--- config.mk ---
export PLATFORM = sky130hd
export DESIGN_NAME = eeprom_page_ctrl
export DESIGN_NICKNAME = d
export VERILOG_FILES = /design/src/rtl/eeprom_pkg.sv /design/src/rtl/eeprom_mem_array.sv /design/src/rtl/eeprom_page_latch.sv /design/src/rtl/eeprom_prog_timer.sv /design/src/rtl/eeprom_page_ctrl.sv
export SDC_FILE = /design/constraint.sdc
export NUM_CORES = 2
export LEC_CHECK = 0
export BUFFER_PORTS_ARGS = -buffer_cell sky130_fd_sc_hd__buf_2
export CORE_MARGIN = 3
export CORE_UTILIZATION = 34
export DETAILED_ROUTE_END_ITERATION = 12
export PLACE_DENSITY = 0.45
export RECOVER_POWER = 25
export SYNTH_ARGS = -nofsm -noshare
export SYNTH_HDL_FRONTEND = slang
export SYNTH_SLANG_ARGS = --single-unit
--- constraint.sdc ---
create_clock -name clk -period 3.93 [get_ports clk]
set_input_delay 0.5895 -clock clk [delete_from_list [all_inputs] [get_ports clk]]
set_output_delay 0.5895 -clock clk [all_outputs]
set_load 0.01 [all_outputs]
--- src/rtl/eeprom_pkg.sv ---
package eeprom_pkg;

    typedef enum logic [2:0] {
        ST_IDLE,
        ST_GET_ADDR,
        ST_LOAD,
        ST_READ,
        ST_PROG
    } ctrl_state_t;

endpackage

--- src/rtl/eeprom_mem_array.sv ---
module eeprom_mem_array #(
    parameter int          ADDR_W = 8,
    parameter int          DATA_W = 8,
    parameter logic [7:0]  ERASED = 8'hFF
) (
    input  logic              clk,
    input  logic              rst_n,
    input  logic              wr_en,
    input  logic [ADDR_W-1:0] wr_addr,
    input  logic [DATA_W-1:0] wr_data,
    input  logic [ADDR_W-1:0] rd_addr,
    output logic [DATA_W-1:0] rd_data
);
    localparam int DEPTH = 1 << ADDR_W;

    logic [DATA_W-1:0] cells [DEPTH];

    always_ff @(posedge clk or negedge rst_n) begin
        if (!rst_n) begin
            for (int i = 0; i < DEPTH; i++) begin
                cells[i] <= DATA_W'(ERASED);
            end
        end else if (wr_en) begin
            cells[wr_addr] <= wr_data;
        end
    end

    assign rd_data = cells[rd_addr];
endmodule

--- src/rtl/eeprom_page_latch.sv ---
module eeprom_page_latch #(
    parameter int COL_W  = 4,
    parameter int DATA_W = 8
) (
    input  logic             clk,
    input  logic             rst_n,
    input  logic             clear,
    input  logic             ld_en,
    input  logic [COL_W-1:0] ld_col,
    input  logic [DATA_W-1:0] ld_data,
    input  logic [COL_W-1:0] rd_col,
    output logic [DATA_W-1:0] rd_data,
    output logic             rd_loaded,
    output logic             any_loaded
);
    localparam int PAGE_BYTES = 1 << COL_W;

    logic [DATA_W-1:0]     slots [PAGE_BYTES];
    logic [PAGE_BYTES-1:0] loaded;

    for (genvar g = 0; g < PAGE_BYTES; g++) begin : g_slot
        always_ff @(posedge clk or negedge rst_n) begin
            if (!rst_n) begin
                slots[g]  <= '0;
                loaded[g] <= 1'b0;
            end else if (clear) begin
                loaded[g] <= 1'b0;
            end else if (ld_en && (ld_col == COL_W'(g))) begin
                slots[g]  <= ld_data;
                loaded[g] <= 1'b1;
            end
        end
    end

    assign rd_data    = slots[rd_col];
    assign rd_loaded  = loaded[rd_col];
    assign any_loaded = |loaded;
endmodule

--- src/rtl/eeprom_prog_timer.sv ---
module eeprom_prog_timer #(
    parameter int PROG_CYCLES = 1000000,
    parameter int CNT_W       = $clog2(PROG_CYCLES + 1)
) (
    input  logic             clk,
    input  logic             rst_n,
    input  logic             run,
    output logic [CNT_W-1:0] cnt,
    output logic             last
);
    assign last = (cnt == CNT_W'(PROG_CYCLES - 1));

    always_ff @(posedge clk or negedge rst_n) begin
        if (!rst_n) begin
            cnt <= '0;
        end else if (!run) begin
            cnt <= '0;
        end else if (!last) begin
            cnt <= cnt + 1'b1;
        end
    end
endmodule

--- src/rtl/eeprom_page_ctrl.sv ---
module eeprom_page_ctrl #(
    parameter int         ADDR_W      = 8,
    parameter int         COL_W       = 4,
    parameter int         DATA_W      = 8,
    parameter int         PROG_CYCLES = 1000000,
    parameter logic [7:0] ERASED      = 8'hFF
) (
    input  logic              clk,
    input  logic              rst_n,
    input  logic              ev_cmd,
    input  logic              ev_cmd_rd,
    input  logic              ev_byte,
    input  logic [DATA_W-1:0] ev_data,
    input  logic              ev_start,
    input  logic              ev_stop,
    input  logic              rd_req,
    input  logic              wp,
    output logic              cmd_ack,
    output logic              rd_valid,
    output logic [DATA_W-1:0] rd_data,
    output logic              busy
);
    import eeprom_pkg::*;

    localparam int ROW_W      = ADDR_W - COL_W;
    localparam int PAGE_BYTES = 1 << COL_W;
    localparam int CNT_W      = $clog2(PROG_CYCLES + 1);

    ctrl_state_t state, state_nxt;

    logic [ADDR_W-1:0] ptr;
    logic [ROW_W-1:0]  ptr_row;
    logic [COL_W-1:0]  ptr_col;
    logic              quiet;
    logic              cmd_taken;
    logic              ld_en;
    logic              latch_clear;
    logic [DATA_W-1:0] latch_q;
    logic              latch_hit;
    logic              latch_any;
    logic [CNT_W-1:0]  tmr_cnt;
    logic              tmr_last;
    logic              in_prog;
    logic [COL_W-1:0]  commit_col;
    logic              commit_en;
    logic [DATA_W-1:0] mem_q;

    assign ptr_row    = ptr[ADDR_W-1:COL_W];
    assign ptr_col    = ptr[COL_W-1:0];
    assign in_prog    = (state == ST_PROG);
    assign quiet      = !ev_cmd && !ev_start && !ev_stop;
    assign cmd_taken  = ev_cmd && !in_prog;
    assign ld_en      = (state == ST_LOAD) && ev_byte && quiet;
    assign latch_clear = cmd_taken && !ev_cmd_rd;
    assign commit_col = tmr_cnt[COL_W-1:0];
    assign commit_en  = in_prog && (tmr_cnt < CNT_W'(PAGE_BYTES)) && latch_hit;

    eeprom_page_latch #(
        .COL_W  (COL_W),
        .DATA_W (DATA_W)
    ) u_latch (
        .clk        (clk),
        .rst_n      (rst_n),
        .clear      (latch_clear),
        .ld_en      (ld_en),
        .ld_col     (ptr_col),
        .ld_data    (ev_data),
        .rd_col     (commit_col),
        .rd_data    (latch_q),
        .rd_loaded  (latch_hit),
        .any_loaded (latch_any)
    );

    eeprom_prog_timer #(
        .PROG_CYCLES (PROG_CYCLES),
        .CNT_W       (CNT_W)
    ) u_timer (
        .clk   (clk),
        .rst_n (rst_n),
        .run   (in_prog),
        .cnt   (tmr_cnt),
        .last  (tmr_last)
    );

    eeprom_mem_array #(
        .ADDR_W (ADDR_W),
        .DATA_W (DATA_W),
        .ERASED (ERASED)
    ) u_array (
        .clk     (clk),
        .rst_n   (rst_n),
        .wr_en   (commit_en),
        .wr_addr ({ptr_row, commit_col}),
        .wr_data (latch_q),
        .rd_addr (ptr),
        .rd_data (mem_q)
    );

    // Next-state decision
    always_comb begin
        state_nxt = state;
        unique case (state)
            ST_PROG: begin
                if (tmr_last) state_nxt = ST_IDLE;
            end
            ST_IDLE: begin
                if (ev_cmd) state_nxt = ev_cmd_rd ? ST_READ : ST_GET_ADDR;
            end
            ST_GET_ADDR: begin
                if (ev_cmd)                   state_nxt = ev_cmd_rd ? ST_READ : ST_GET_ADDR;
                else if (ev_start || ev_stop) state_nxt = ST_IDLE;
                else if (ev_byte)             state_nxt = ST_LOAD;
            end
            ST_LOAD: begin
                if (ev_cmd)        state_nxt = ev_cmd_rd ? ST_READ : ST_GET_ADDR;
                else if (ev_start) state_nxt = ST_IDLE;
                else if (ev_stop)  state_nxt = (latch_any && !wp) ? ST_PROG : ST_IDLE;
            end
            ST_READ: begin
                if (ev_cmd)                   state_nxt = ev_cmd_rd ? ST_READ : ST_GET_ADDR;
                else if (ev_start || ev_stop) state_nxt = ST_IDLE;
            end
            default: state_nxt = ST_IDLE;
        endcase
    end

    // State register
    always_ff @(posedge clk or negedge rst_n) begin
        if (!rst_n) state <= ST_IDLE;
        else        state <= state_nxt;
    end

    // Word pointer
    always_ff @(posedge clk or negedge rst_n) begin
        if (!rst_n) begin
            ptr <= '0;
        end else if (quiet) begin
            if ((state == ST_GET_ADDR) && ev_byte) begin
                ptr <= ev_data[ADDR_W-1:0];
            end else if (ld_en) begin
                ptr <= {ptr_row, ptr_col + 1'b1};
            end else if ((state == ST_READ) && rd_req) begin
                ptr <= ptr + 1'b1;
            end
        end
    end

    // Outputs
    always_ff @(posedge clk or negedge rst_n) begin
        if (!rst_n) begin
            cmd_ack  <= 1'b0;
            rd_valid <= 1'b0;
            rd_data  <= '0;
        end else begin
            cmd_ack  <= cmd_taken;
            rd_valid <= (state == ST_READ) && rd_req && quiet;
            if ((state == ST_READ) && rd_req && quiet) rd_data <= mem_q;
        end
    end

    assign busy = in_prog;
endmodule

Word level (Yosys, flattened, before mapping):

Index checks and enable logic that the tools add are counted.

* register bits: 2233
* bits of input ports: 17
* output and inout port bits: 11
* logic and storage cells: 472

* $add $sub $neg: 3
* order comparisons: 6
* eq/ne operators: 27
* muxes and demuxes: 61
* bitwise logic cells: 4
* reduce and logical (&&, ||, !) cells: 76

Operator list (number)
* bitwise mux 2048 bit: 1
* binary-select mux 8 bit (select 8 bit): 1
* demux 8 bit (select 8 bit): 1
* two-way mux 8 bit: 8
* two-way mux 20 bit: 2
* AND reduction 2 bit: 17
* nonzero test 2 bit: 17
* two-way mux 1 bit: 33
* two-way mux 3 bit: 11
* binary-select mux 8 bit (select 4 bit): 1
* equality test 4 bit, second input constant: 8
* logical AND 1 bit: 29
* adder 20 x 1 -> 20 bit, second input constant: 1
* equality test 20 bit, second input constant: 1
* less-than comparator 20 x 5 -> 1 bit, second input constant: 1
* greater-or-equal comparator 9 bit, second input constant: 2
* inverter 8 -> 9 bit: 2
* equality test 4 x 3 -> 1 bit, second input constant: 4
* OR reduction 16 bit: 1
* case mux 3 bit (5 select lines): 1
* less-than comparator 9 x 1 -> 1 bit, second input constant: 1
* adder 8 x 1 -> 8 bit, second input constant: 1
* equality test 4 x 2 -> 1 bit, second input constant: 2
* != test 2 bit, second input constant: 4
* other kinds (20): 27

Longest topological paths before layout:

* depth in word-level cells: 7
* mapped depth: 13
* mapped depth without buffers: 9

Hierarchy:

From an unflattened synthesis, not the netlist that was laid out.

* cell total of the unflattened synthesis: 6718
* area, all modules: 104869.3 µm²

By module, submodules not included
* eeprom_mem_array: times used 1, cells an instance 6068, area an instance 95977.0 µm², seq. area each 53811.6 µm²
* eeprom_page_latch: times used 1, cells an instance 420, area an instance 6617.6 µm², seq. area each 3603.5 µm²
* eeprom_page_ctrl: times used 1, cells an instance 121, area an instance 1189.9 µm², seq. area each 525.5 µm²
* eeprom_prog_timer: times used 1, cells an instance 109, area an instance 1084.8 µm², seq. area each 500.5 µm²

Worst setup path after synthesis:

OpenSTA, ideal clock, no wires.

* path kind: register to register
* from: register ptr[1]
* to: register rd_data[1]
* setup time: 0.124 ns
* arrival time: 2.689 ns
* required time: 3.806 ns
* setup slack: 1.117 ns
* cell stages (with the launch flop): 10
* buffers on the path: 4
* clock period less this slack: 2.813 ns
* path through: dfrtp_1 buf_4 buf_4 buf_2 buf_2 mux4_2 mux4_2 a2111oi_0 o2111a_1 a21oi_1

* word-level cells in the longest chain between the ends: 4

Ends and longest elaborated chain
* start: declaration: line eeprom_page_ctrl.sv:31 `logic [ADDR_W-1:0] ptr;`
* start signal: assignment: line eeprom_page_ctrl.sv:139 `ptr <= ev_data[ADDR_W-1:0];`
* start signal: assignment: line eeprom_page_ctrl.sv:141 `ptr <= {ptr_row, ptr_col + 1'b1};`
* start signal: assignment: line eeprom_page_ctrl.sv:143 `ptr <= ptr + 1'b1;`
* inverter 8 -> 9 bit (implied by the code): line eeprom_mem_array.sv:28 `assign rd_data = cells[rd_addr];`
* binary-select mux 8 bit (select 8 bit): line eeprom_mem_array.sv:28
* two-way mux 8 bit (implied by the code) (2 in series): line eeprom_mem_array.sv:28
* end signal: assignment: line eeprom_page_ctrl.sv:157 `if ((state == ST_READ) && rd_req && quiet) rd_data <= mem_q;`
* end: declaration: line eeprom_page_ctrl.sv:20 `output logic [DATA_W-1:0] rd_data,`

No other way between the ends. The select of a mux whose other input is x is not followed.
A chain may end at the register's enable or synchronous reset.

Final worst setup path:

* from: register ptr[0]
* to: register rd_data[3]

Same word-level chain as after synthesis.

==> results.py <==
metrics = {
    "cells_and_area": {
        "area_growth_pct": 14.1,
        "final_nets": 8863,
        "final_layout_size_suffix_gt1_share_pct": 40.2,
        "utilization_pct": 39.2,
        "fill_cells": 28164,
    },
    "synthesis": {
        "synth_flop_cell": "dfstp_2",
        "synth_top_family_by_area": "multiplexers",
        "syn_avg_cell_area_um2": 11.2,
        "seq_area_frac_synth_pct": 58.1,
        "synth_top_area_share_pct": 53.5,
        "synth-seq-cells": 2233,
        "syn_nets": 8978,
        "syn_inst": 8953,
        "synth_cell_types": 73,
        "synth_compound_area_share_pct": 12.4,
        "synthSimpleGateAreaFrac_pct": 11.1,
        "synthAdderAreaFrac_pct": 0.0996,
        "synth_top_area_cell": "dfstp_2",
        "yosys-top-cells-area": "dfstp_2, mux4_2, o21ai_0",
        "synth_common_cells": "nand2_1, dfstp_2, o21ai_0",
        "yosysWarnings": 0,
        "synth_area_um2": 101000,
        "synth_edf_count": 0,
        "synth.most_common_cell": "nand2_1",
        "synth-async-reset-ratio_pct": 100,
        "synth-xor-area-share_pct": 0.148,
        "synth_mux_area_share_pct": 14.7,
    },
    "drt": {
        "dr_total_vias": 68197,
        "drtPass1Iterations": 5,
        "drt_iter0_markers": 5349,
        "detail-route-antenna-nets": 0,
        "routed_wl_um": 336000,
        "via_per_inst": 5.27,
        "route.detailed.wl_per_inst_um": 26.0,
        "drc": 0,
    },
    "die": {
        "die_h_um": 550,
        "fp-row-count": 198,
        "die_w_um": 550,
        "start_util_pct": 34.4,
        "coreArea_um2": 293000,
        "dieArea_um2": 302000,
        "pin_count": 28,
    },
    "clock_network": {
        "clockBufferDepth": 4,
        "cts.sinks": 2233,
        "clock-root-buffer": "clkbuf_16",
        "numCtsBuffers": 266,
        "clk_latency_ns": 0.87,
        "cts_tree": "done",
        "clk_pin_slew_ns": 0.07,
        "cts_max_level": 5,
    },
    "timing": {
        "skew_ns": 0.0669,
        "rsz0062_at_grt": "no",
        "fmax_mhz": 257,
        "min_period_ns": 3.90,
        "tightest_slew_ns": 1.83,
        "fin_tns_setup_ns": 0,
        "setup-violations-final": 0,
        "max_slew_margin_pct": -22.2,
        "final_max_slew_viol_count": 378,
        "finalCritPeriodShare_pct": 99.2,
        "finalHoldViolCount": 0,
    },
    "worst_setup_path": {
        "crit_type": "reg2reg",
        "required_ns": 4.66,
        "cp-start-kind": "flip-flop",
        "cp_max_fo": 17,
        "crit_path_end_kind": "flip-flop",
        "crit_arrival_ns": 4.62,
    },
    "global_routing": {
        "grt_max_degree": 171,
        "grt_overflow": 0,
        "grt_pass1_wl_um": 498000,
        "antenna_found_initial": 13,
        "first_global_vias": 68287,
        "grt_usage_pct": 22.2,
    },
    "hold_path": {
        "min_path_type": "in2reg",
    },
    "outcome": {
        "violations": "max-capacitance violations, max-slew violations",
        "outcome": "finished with violations",
    },
    "power_and_ir_drop": {
        "power.density_nw_per_um2": 542,
        "power_uw": 62200,
        "peakVddDrop_uv": 362,
        "leakage_uw": 0.0402,
    },
    "placed_design": {
        "gp_congestion": 0.847,
        "dpl.hpwl_um": 220000,
        "numPortBuffers": 27,
    },
    "flow_run": {
        "drv_cap": 4,
    },
}
-- report_power, final --
part           switching, uW  internal, uW  total [uW]
clock network          10200         15100       25200
registers                456         23200       23700
logic                   8840          4460       13300
-- per-layer routing --
metal  track usage, %  vias to the layer above  share of wire (%)
met5                0                        -                  0
met4             6.58                        0                3.0
met3             2.91                      440                4.4
met2             34.8                     1542                 46
met1             32.0                    35110                 46
li1                 -                    31105                  -
-- cell type report --
cell class,instances,area [um^2],share of cell area [%]
Timing Repair Buffer,361,3610,3.15
Clock buffer,385,7820,6.82
Antenna cell,2,5.00,0.00436
Inverter,9,36.3,0.0316
Clock inverter,78,1000,0.875
Multi-Input combinational cell,5967,38900,33.9
Sequential cell,2233,58500,51.0
Tap cell,3900,4880,4.25
-- final timing paths --
check                                    start                   to  depth (start not counted)  slack (ns)
max                                     ptr[0]           rd_data[3]                         10        0.03
min                                  ev_cmd_rd             state[1]                          3        0.13
max reg2reg                             ptr[0]           rd_data[3]                         10        0.03
min reg2reg                u_array.cells[1741]  u_array.cells[1741]                          2        0.46
max in group asynchronous                rst_n  u_array.cells[1433]                          4        0.45
min in group asynchronous                rst_n  u_array.cells[2024]                          2        1.37
-- metrics by stage --
stage	setup WS [ns]	instance area [um^2]	cells	hold slack (ns)
2_1_floorplan	1.12	101000	8953	0.294
3_3_place_gp	-0.305	106000	12468	0.450
3_5_place_dp	-0.285	106000	12468	0.455
4_1_cts	0.0165	115000	12933	0.0441
5_1_grt	0.0351	115000	12935	0.122
6_report	0.0314	115000	12935	0.129
-- flip-flops by register name (all words and copies together) (netlist names) --
signal,flops
cmd_ack,1
rd_valid,1
u_latch.slots,128
u_latch.loaded,16
rd_data,8
ptr,8
state,3
u_timer.cnt,20
u_array.cells,2048
-- logic make-up after synthesis --
family	count (synthesis)
buf+inv	753
flops	2233
compound gates	2373
mux	816
fa+ha+maj	8
xor+xnor	17
simple gates	2753
-- timing repair --
item,in CTS,in global routing
pin swaps,0,1
setup endpoints to repair,5,56
hold buffers,2,0
setup buffers,0,0
endpoints found under the hold margin,33,0
gates resized for setup,6,4
-- worst max-delay path: stages (launching register included) --
cell and delay [ns]:
dfrtp_4 0.70, buf_12 0.30, buf_12 0.18, nand2_1 0.23, buf_4 0.32, a211oi_1 0.34
a211oi_1 0.18, a22o_1 0.28, nor4b_2 0.65, o311a_1 0.42, o2bb2ai_1 0.11
-- layout by cell type, fill, tap and decap left out, drive strengths merged, types with 5 or more instances in the layout --
cell type	count
nor2b	24
xor2	10
clkinv	44
and2	20
clkbuf	421
a32oi	23
o21ai	2089
mux4	517
nand2b	11
o22ai	83
bufinv	18
or4	5
mux2i	155
inv	23
nand4	11
nor4	20
or2	6
dfstp	2048
and3	8
o22a	12
dfrtp	185
mux2	144
a31oi	13
nand3	40
nor3	39
xnor2	7
o221ai	12
buf	323
nand2	2471
a221oi	6
a22o	6
a21oi	38
a22oi	41
ha	8
a211oi	19
nor2	81
Power figures use the tool's default switching activity.
